[src/rtl/stepper_pkg.sv]
// Shared constants and the coil table lookup for the stepper sequencer.
// Assumes four coil lines and an index wide enough for the half-step table.
package stepper_pkg;

    localparam int IDX_W    = 3;
    localparam int COIL_W   = 4;
    localparam int HALF_LEN = 8;
    localparam int WAVE_LEN = 4;

    typedef logic [IDX_W-1:0]  idx_t;
    typedef logic [COIL_W-1:0] coil_t;

    // Coil pattern for an index in the selected table; bit 3 is the first coil.
    function automatic coil_t coil_pattern(input logic half, input idx_t idx);
        coil_t p;
        if (half) begin
            // even entries energise one coil, odd entries a coil and its successor
            p = coil_t'(4'b1000 >> idx[IDX_W-1:1]);
            if (idx[0])
                p = p | ((idx[IDX_W-1:1] == 2'd3) ? 4'b1000 : (p >> 1));
        end else begin
            p = coil_t'(4'b1000 >> idx[1:0]);
        end
        return p;
    endfunction

endpackage

[src/rtl/step_tick_gen.sv]
// Prescaler: emits a one-clock tick once every TICK_DIV system clocks.
// Assumes TICK_DIV >= 2, so a tick is never followed by another tick.
module step_tick_gen #(
    parameter int TICK_DIV = 50000
) (
    input  logic clk,
    input  logic rst_n,
    output logic tick_o
);
    localparam int CNT_W = (TICK_DIV > 2) ? $clog2(TICK_DIV) : 1;
    localparam logic [CNT_W-1:0] CNT_LAST = CNT_W'(TICK_DIV - 1);

    logic [CNT_W-1:0] cnt_q;

    initial begin
        a_r2_div_min: assert (TICK_DIV >= 2);
    end

    // Count the interval and pulse the tick on its last clock.
    always_ff @(posedge clk) begin
        if (!rst_n) begin
            cnt_q  <= '0;
            tick_o <= 1'b0;
        end else if (cnt_q == CNT_LAST) begin
            cnt_q  <= '0;
            tick_o <= 1'b1;
        end else begin
            cnt_q  <= cnt_q + 1'b1;
            tick_o <= 1'b0;
        end
    end

    a_r2_tick_single: assert property (@(posedge clk) disable iff (!rst_n)
        tick_o |=> !tick_o);

endmodule

[src/rtl/phase_stepper.sv]
// Phase index state: on a tick, moves the index one entry in the requested
// direction, with wrap, inside the active table. Assumes both table lengths are
// powers of two, so that reducing to the wave table keeps only the low bits.
module phase_stepper
    import stepper_pkg::*;
(
    input  logic clk,
    input  logic rst_n,
    input  logic tick_i,
    input  logic mode_half_i,
    input  logic fwd_i,
    input  logic rev_i,
    output logic step_o,
    output idx_t idx_nxt_o,
    output idx_t idx_o
);
    localparam idx_t HALF_TOP = idx_t'(HALF_LEN - 1);
    localparam idx_t WAVE_TOP = idx_t'(WAVE_LEN - 1);

    idx_t top;
    idx_t reduced;

    // Decide whether this tick steps, and compute the next index.
    always_comb begin
        top       = mode_half_i ? HALF_TOP : WAVE_TOP;
        reduced   = idx_o & top;
        step_o    = tick_i && (fwd_i != rev_i);
        idx_nxt_o = idx_o;
        if (fwd_i && !rev_i)
            idx_nxt_o = (reduced == top) ? '0 : reduced + 1'b1;
        else if (rev_i && !fwd_i)
            idx_nxt_o = (reduced == '0) ? top : reduced - 1'b1;
    end

    // Hold the index, and take the new value only on a stepping tick.
    always_ff @(posedge clk) begin
        if (!rst_n)
            idx_o <= '0;
        else if (step_o)
            idx_o <= idx_nxt_o;
    end

    a_r7_hold_index: assert property (@(posedge clk) disable iff (!rst_n)
        !step_o |=> $stable(idx_o));
    a_r9_wave_range: assert property (@(posedge clk) disable iff (!rst_n)
        (step_o && !mode_half_i) |=> (idx_o < idx_t'(WAVE_LEN)));

endmodule

[src/rtl/coil_driver.sv]
// Registered coil outputs: load the table pattern for the new index on each step
// and hold it otherwise. Reset clears all coils (idle state).
module coil_driver
    import stepper_pkg::*;
(
    input  logic  clk,
    input  logic  rst_n,
    input  logic  step_i,
    input  logic  mode_half_i,
    input  idx_t  idx_i,
    output coil_t coils_o
);
    // Load the coil register from the table when a step is taken.
    always_ff @(posedge clk) begin
        if (!rst_n)
            coils_o <= '0;
        else if (step_i)
            coils_o <= coil_pattern(mode_half_i, idx_i);
    end

    a_r10_max_two: assert property (@(posedge clk) disable iff (!rst_n)
        $countones(coils_o) <= 2);
    a_r10_wave_one: assert property (@(posedge clk) disable iff (!rst_n)
        (step_i && !mode_half_i) |=> ($countones(coils_o) == 1));

endmodule

[src/rtl/stepper_phase_seq.sv]
// Top of the stepper phase sequencer: prescaler, index stepper and coil register.
// Assumes the request and mode inputs are synchronous to clk.
module stepper_phase_seq #(
    parameter int TICK_DIV = 50000
) (
    input  logic       clk,
    input  logic       rst_n,
    input  logic       mode_half_i,
    input  logic       fwd_i,
    input  logic       rev_i,
    output logic [3:0] coils_o,
    output logic [2:0] phase_o
);
    import stepper_pkg::*;

    logic tick;
    logic step;
    idx_t idx_nxt;
    idx_t idx_q;

    step_tick_gen #(.TICK_DIV(TICK_DIV)) u_tick (
        .clk    (clk),
        .rst_n  (rst_n),
        .tick_o (tick)
    );

    phase_stepper u_phase (
        .clk         (clk),
        .rst_n       (rst_n),
        .tick_i      (tick),
        .mode_half_i (mode_half_i),
        .fwd_i       (fwd_i),
        .rev_i       (rev_i),
        .step_o      (step),
        .idx_nxt_o   (idx_nxt),
        .idx_o       (idx_q)
    );

    coil_driver u_coils (
        .clk         (clk),
        .rst_n       (rst_n),
        .step_i      (step),
        .mode_half_i (mode_half_i),
        .idx_i       (idx_nxt),
        .coils_o     (coils_o)
    );

    assign phase_o = idx_q;

    a_r2_change_on_tick: assert property (@(posedge clk) disable iff (!rst_n)
        !tick |=> ($stable(coils_o) && $stable(phase_o)));
    a_r11_no_step_between: assert property (@(posedge clk) disable iff (!rst_n)
        !tick |-> !step);

endmodule

[config.mk]
export PLATFORM = sky130hd
export DESIGN_NAME = stepper_phase_seq
export DESIGN_NICKNAME = d
export VERILOG_FILES = /design/src/rtl/stepper_pkg.sv /design/src/rtl/step_tick_gen.sv /design/src/rtl/phase_stepper.sv /design/src/rtl/coil_driver.sv /design/src/rtl/stepper_phase_seq.sv
export SDC_FILE = /design/constraint.sdc
export NUM_CORES = 1
export LEC_CHECK = 0
export ABC_AREA = 1
export BUFFER_PORTS_ARGS = -buffer_cell sky130_fd_sc_hd__clkbuf_2
export CAP_MARGIN = 20
export CORE_UTILIZATION = 35
export DETAILED_ROUTE_END_ITERATION = 8
export SYNTH_ARGS = -nofsm -noshare
export SYNTH_HDL_FRONTEND = slang
export SYNTH_HIERARCHICAL = 1
export SYNTH_SLANG_ARGS = --single-unit
[constraint.sdc]
create_clock -name clk -period 5.2 [get_ports clk]
set_clock_uncertainty 0.05 [all_clocks]
set_input_delay 0.78 -clock clk [delete_from_list [all_inputs] [get_ports clk]]
set_output_delay 0.78 -clock clk [all_outputs]
set_load 0.01 [all_outputs]
==> results of run 1 <==
## flip-flops by register name (all words and copies together), names as in the netlist
name,count
u_tick/cnt_q,16
u_coils/coils_o,4
u_phase/idx_o,3
u_tick/tick_o,1
## final cells by class
class                           count  area (um^2)
Fill cell                         437         2435
Multi-Input combinational cell    159        862.1
Sequential cell                    24        480.5
Inverter                           40        150.1
Tap cell                           50        62.56
Timing Repair Buffer               11        55.05
Clock buffer                        3        41.29
## kinds of logic (layout without fill, tap and decap cells)
family,count (synthesis),count (layout),synth area share (%)
adders and majority gates,10,10,8.271
buffers and inverters,41,54,11.25
DFF,24,24,31.76
and+or+nand+nor,117,117,35.90
xor gates and xnor gates,4,4,2.316
AOI/OAI and AO/OA,28,28,10.50
## cell usage in the layout (no fill, tap or decap)
| cell | n |
|---|---|
| a21oi_1 | 15 |
| a21oi_2 | 4 |
| clkbuf_2 | 11 |
| clkbuf_8 | 3 |
| dfxtp_1 | 24 |
| ha_1 | 10 |
| inv_1 | 38 |
| inv_2 | 2 |
| nand2_1 | 55 |
| nand2_2 | 3 |
| nand2_4 | 1 |
| nand3_1 | 16 |
| nand3_2 | 1 |
| nand4_1 | 4 |
| nor2_1 | 20 |
| nor2_2 | 12 |
| nor2_4 | 2 |
| o21ai_0 | 6 |
| o21ai_1 | 2 |
| o21ai_2 | 1 |
| or2_0 | 1 |
| or2_2 | 2 |
| xnor2_1 | 2 |
| xor2_1 | 2 |
## final timing paths
kind	cells after the start	slack, ns	to	start
worst max-delay path	13	2.92	u_coils/coils_o[3]	fwd_i
worst min-delay path	1	0.43	u_tick/cnt_q[0]	u_tick/cnt_q[0]
worst max register to register	12	3.03	u_coils/coils_o[3]	u_phase/idx_o[0]
worst min register to register	1	0.43	u_tick/cnt_q[0]	u_tick/cnt_q[0]
## per-layer routing
metal	vias to the layer above	track usage, %	part of all wire (%)	wire length (um)
li1	723	-	-	-
met1	558	18.00	52	1410
met2	10	21.16	44	1170
met3	5	2.027	1.4	38
met4	0	7.181	2.5	68
met5	-	0	0	0
## power by group
part	switching, mW	internal (mW)
sequential	0.00201	0.186
clock	0.0594	0.0519
combinational	0.0186	0.00976
total	0.0800	0.247
## per-stage QoR
stage / util (%) / cells / hold WS (ns) / area [um^2] / power (mW)
finish: 40.42 / 287 / 0.4307 / 1652 / 0.3272
global route: 40.42 / 287 / 0.4587 / 1652 / 0.3482
detailed placement: 39.41 / 284 / 0.4179 / 1610 / 0.2201
global placement: 39.41 / 284 / 0.4068 / 1610 / 0.2204
floorplan: - / 224 / 0.3888 / 1513 / 0.2144
CTS: 40.42 / 287 / 0.4398 / 1652 / 0.3340
==> flow_metrics.py, run 1 <==
metrics = {
    "yosys": {
        "syn_inst": 224,
        "ys_seq_elements": 24,
        "synth.distinct_cells": 23,
        "synth_enable_flop_cells": 0,
        "ys_seq_area_share_pct": 31.76,
        "async_flop_share_pct": 0,
        "synth_top_cell_area_share_pct": 31.76,
        "synth_most_common_cell": "nand2_1",
        "netlist_top_cells_count": "55 x nand2_1, 38 x inv_1, 24 x dfxtp_1",
        "yosys_warnings": 6,
        "synth_fp_nets": 239,
        "syn_area_per_cell_um2": 6.753,
        "synth-main-ff-cell": "dfxtp_1",
        "synth_area_um2": 1513,
        "synth_top_area_cell": "dfxtp_1",
        "synth_area_leaders": "dfxtp_1 32%, nand2_1 14%, inv_1 9.4%, ha_1 8.3%, nand3_1 5.3%",
    },
    "timing": {
        "slew_headroom_pct": 80.28,
        "finalSetupTns_ns": 0,
        "finalSetupViolCount": 0,
        "slew_violations": 0,
        "hold_viol_final": 0,
        "worstMarginPinSlew_ns": 0.2958,
        "max_freq_mhz": 437.7,
        "fin_crit_ns": 2.285,
        "rsz0062_at_grt": "false",
        "fin_ws_ns": 2.915,
        "finalCritPeriodShare_pct": 43.94,
    },
    "floorplan": {
        "die-width_um": 67.74,
        "die_h_um": 67.74,
        "core_um2": 4086,
        "die_area_um2": 4589,
        "std_cell_rows": 23,
        "io_pins": 12,
        "initial_utilization_pct": 37.02,
    },
    "route": {
        "drt-vias-per-instance": 4.516,
        "wl_per_cell_um": 9.366,
        "drc": 0,
        "via_count": 1296,
        "routed_wl_mm": 2.688,
        "first_pass_iters": 4,
        "postRouteAntennaNets": 0,
        "drt-initial-drc-count": 50,
    },
    "global_routing": {
        "track_usage_pct": 13.64,
        "antenna_found_initial": 0,
        "grt_max_degree": 17,
        "overflow": 0,
        "grt_pass1_vias": 1128,
        "grt_pass1_wl_mm": 4.685,
    },
    "critical_path": {
        "slowest_stage": "ha_1",
        "arrival_ns": 2.43,
        "setup.worst_path.start_class": "input port",
        "critPathCaptureType": "flop",
        "crit_top_cell": "nand2_1",
        "required_ns": 5.35,
        "critPathBufInv": 4,
        "slowest_delay_ns": 0.31,
        "worstPathCellList": "clkbuf_2 > inv_1 > ha_1 > nand2_1 > o21ai_0 > o21ai_2 > inv_1 > ha_1 > inv_1 > nand2_1 > nand2_1 > nand2_1 > a21oi_1",
        "worstSetupPathType": "in -> reg",
        "crit_family": "adder cells",
        "cp_max_fo": 6,
    },
    "clock_tree": {
        "ctsResizeCount": 0,
        "cts_max_path_buffers": 2,
        "clkTransAtPathRegs_ns": 0.08,
        "cts-root-buf": "clkbuf_8",
        "cts_hold_buffers": 0,
        "htree_levels": 1,
        "clk_latency_ns": 0.27,
        "cts_buffers": 3,
        "clock_sinks": 24,
        "post_cts_buffers": 0,
        "tritoncts": "yes",
    },
    "pwr": {
        "leakage_nw": 0.6665,
        "peakVddDrop_mv": 0.08096,
        "power.density_nw_per_um2": 198.1,
    },
    "cells_and_area": {
        "n_antenna_cell": 0,
        "nets": 254,
        "syn_to_final_growth_pct": 9.181,
        "drive_above_1_share_pct": 17.72,
    },
    "min_path": {
        "hold_path_class": "reg -> reg",
    },
    "placement": {
        "hpwl_mm": 2.025,
        "gp_congestion": 0.8201,
        "numPortBuffers": 11,
        "pre_cts_ws_ns": 2.656,
    },
    "run": {
        "max_cap_viol_count": 0,
    },
    "status": {
        "status": "complete, no violations",
    },
}
(Power assumes the default switching activity.)
==> run 2, diff against run 1 <==
- ABC_AREA: 1 -> 0
- clock period: 5.2 -> 2.3 ns (I/O delays scaled with it)
==> flow_metrics.py, run 2 <==
metrics = {
    "status": {
        "status": "complete, no violations",
    },
    "yosys": {
        "yosys_warnings": 6,
        "ys_seq_area_share_pct": 33.51,
        "synth.distinct_cells": 40,
        "synth_enable_flop_cells": 0,
        "synth-main-ff-cell": "dfxtp_1",
        "async_flop_share_pct": 0,
        "synth_most_common_cell": "dfxtp_1",
        "netlist_top_cells_count": "24 x dfxtp_1, 17 x nor2_1, 15 x inv_1",
        "synth_area_um2": 1434,
        "synth_top_cell_area_share_pct": 33.51,
        "synth_area_leaders": "dfxtp_1 34%, ha_1 8.7%, xnor2_1 7.3%, nor2_1 4.5%, inv_1 3.9%",
        "ys_seq_elements": 24,
        "syn_inst": 155,
        "syn_area_per_cell_um2": 9.251,
        "synth_top_area_cell": "dfxtp_1",
        "synth_fp_nets": 170,
    },
    "cells_and_area": {
        "nets": 190,
        "drive_above_1_share_pct": 27.75,
        "regMostFlops": "u_tick/cnt_q",
        "largest_reg_flops": 16,
        "finalNonFillerCells": 221,
        "reg_top3": "u_tick/cnt_q (16), u_coils/coils_o (4), u_phase/idx_o (3)",
        "n_antenna_cell": 0,
        "final-seq-area_um2": 481.7,
        "num-fill-cells": 382,
        "post-route-util_pct": 42.65,
        "multi_input_area_um2": 873.3,
        "final_common_cell": "dfxtp_1",
        "layout_common_cells": "23 x dfxtp_1, 17 x nor2_1, 13 x inv_1, 12 x xnor2_1, 11 x clkbuf_2",
        "syn_to_final_growth_pct": 13.00,
    },
    "floorplan": {
        "core_um2": 3799,
        "std_cell_rows": 22,
        "die_h_um": 66.01,
        "die-width_um": 66.01,
        "initial_utilization_pct": 37.75,
        "io_pins": 12,
        "die_area_um2": 4357,
    },
    "route": {
        "postRouteAntennaNets": 0,
        "wl_per_cell_um": 12.81,
        "routed_wl_mm": 2.830,
        "drt-initial-drc-count": 42,
        "first_pass_iters": 4,
        "via_count": 1134,
        "drt-vias-per-instance": 5.131,
        "drc": 0,
    },
    "timing": {
        "worstMarginPinSlew_ns": 0.3457,
        "finalSetupTns_ns": 0,
        "max_freq_mhz": 447.2,
        "hold_viol_final": 0,
        "finalCritPeriodShare_pct": 97.23,
        "slew_headroom_pct": 76.93,
        "slew_violations": 0,
        "fin_crit_ns": 2.236,
        "rsz0062_at_grt": "false",
        "finalSetupViolCount": 0,
    },
    "clock_tree": {
        "clk_latency_ns": 0.26,
        "clkTransAtPathRegs_ns": 0.08,
        "cts_buffers": 3,
        "cts_max_path_buffers": 2,
        "cts_hold_buffers": 0,
        "tritoncts": "yes",
        "cts-root-buf": "clkbuf_8",
        "clock_sinks": 24,
        "htree_levels": 1,
    },
    "critical_path": {
        "required_ns": 2.38,
        "worstPathCellList": "inv_2 > ha_1 > ha_2 > and2_1 > o211ai_1 > nand3_1 > ha_2 > mux2_4 > nor3b_2 > a311oi_1",
        "cp_max_fo": 3,
        "setup.worst_path.start_class": "flop",
        "slowest_delay_ns": 0.34,
        "slowest_stage": "dfxtp_2",
        "critPathCaptureType": "flop",
        "reg2regPathDepth": 10,
        "r2r_slack_ns": 0.06,
        "arrival_ns": 2.31,
        "crit_top_cell": "ha_2",
        "worstSetupPathType": "reg -> reg",
    },
    "placement": {
        "dpl.cell_count": 215,
        "numPortBuffers": 11,
        "gp_congestion": 0.8316,
        "hpwl_mm": 2.084,
    },
    "global_routing": {
        "grt_pass1_vias": 1087,
        "antenna_found_initial": 0,
        "track_usage_pct": 14.41,
        "overflow": 0,
        "grt_max_degree": 15,
        "use_met2_pct": 24.36,
        "grt.busiest_layer": "met2",
        "grt.met3_usage_pct": 2.241,
        "met1_usage_pct": 18.20,
        "grt_pass1_wl_mm": 4.802,
    },
    "min_path": {
        "hold_depth": 3,
        "hold_path_class": "in -> reg",
    },
    "pwr": {
        "power.total_uw": 733.3,
        "leakage_nw": 0.6489,
        "peakVddDrop_mv": 0.1656,
        "power.density_nw_per_um2": 452.6,
    },
    "run": {
        "max_cap_viol_count": 0,
    },
}
run 2: repair_timing:
item	4_1_cts	5_1_grt
resized for setup	1	5
pin swaps	2	3
cloned	0	0
setup buffers	1	2
endpoints found under the setup margin	1	4
run 2: kinds of logic (layout without fill, tap and decap cells):
kind of cell,after synthesis,in the layout,synth area share (%)
flops,24,24,33.51
simple gates,66,66,31.06
xor+xnor,14,14,8.552
mux,1,1,1.047
compound gates,22,22,10.82
buf+inv,18,36,6.282
fa+ha+maj,10,10,8.726
run 2: path summary, 6_finish.rpt:
check,startpoint,to
setup / recovery,u_phase/idx_o[0],u_coils/coils_o[1]
hold / removal,rst_n,u_phase/idx_o[1]
setup reg to reg,u_phase/idx_o[0],u_coils/coils_o[1]
hold reg to reg,u_tick/cnt_q[0],u_tick/cnt_q[0]
run 2: metal layers:
layer  vias up  share of wire (%)  routed length [um]
met3         2                2.5                  72
met1       534                 48                1359
met4         0                1.1                  31
li1        578                  -                   -
met2        20                 48                1366
met5         -                  0                   0
run 2: through the flow:
| step | hold slack (ns) | area [um^2] | setup slack (ns) |
|---|---|---|---|
| 2_1_floorplan | 0.3897 | 1434 | 0.08967 |
| 3_3_place_gp | 0.3987 | 1545 | 0.07223 |
| 3_5_place_dp | 0.4179 | 1545 | -0.02719 |
| 4_1_cts | 0.3731 | 1599 | 0.03264 |
| 5_1_grt | 0.3975 | 1620 | 0.0006672 |
| 6_report | 0.3935 | 1620 | 0.06363 |
run 2: final cells by class:
cell class | instances | area share [%]
tap | 48 | 3.707
multi-input combinational | 113 | 53.90
sequential | 24 | 29.73
inverter | 15 | 3.475
clock buffer | 3 | 2.548
timing repair buffer | 18 | 6.641
run 2: critical path: cells and delay by family, from the launching register on:
kind                       cells  cell delay, ns
adders and majority gates      3            0.61
DFF                            1            0.34
muxes                          1            0.27
and+or+nand+nor                3            0.50
AOI/OAI and AO/OA              2            0.28
buffers and inverters          1            0.05
run 2: report_power, final:
| group | total, mW | internal, mW | switching [mW] |
|---|---|---|---|
| Combinational | 0.0666 | 0.0294 | 0.0371 |
| Sequential | 0.424 | 0.419 | 0.00497 |
| Clock | 0.242 | 0.117 | 0.125 |
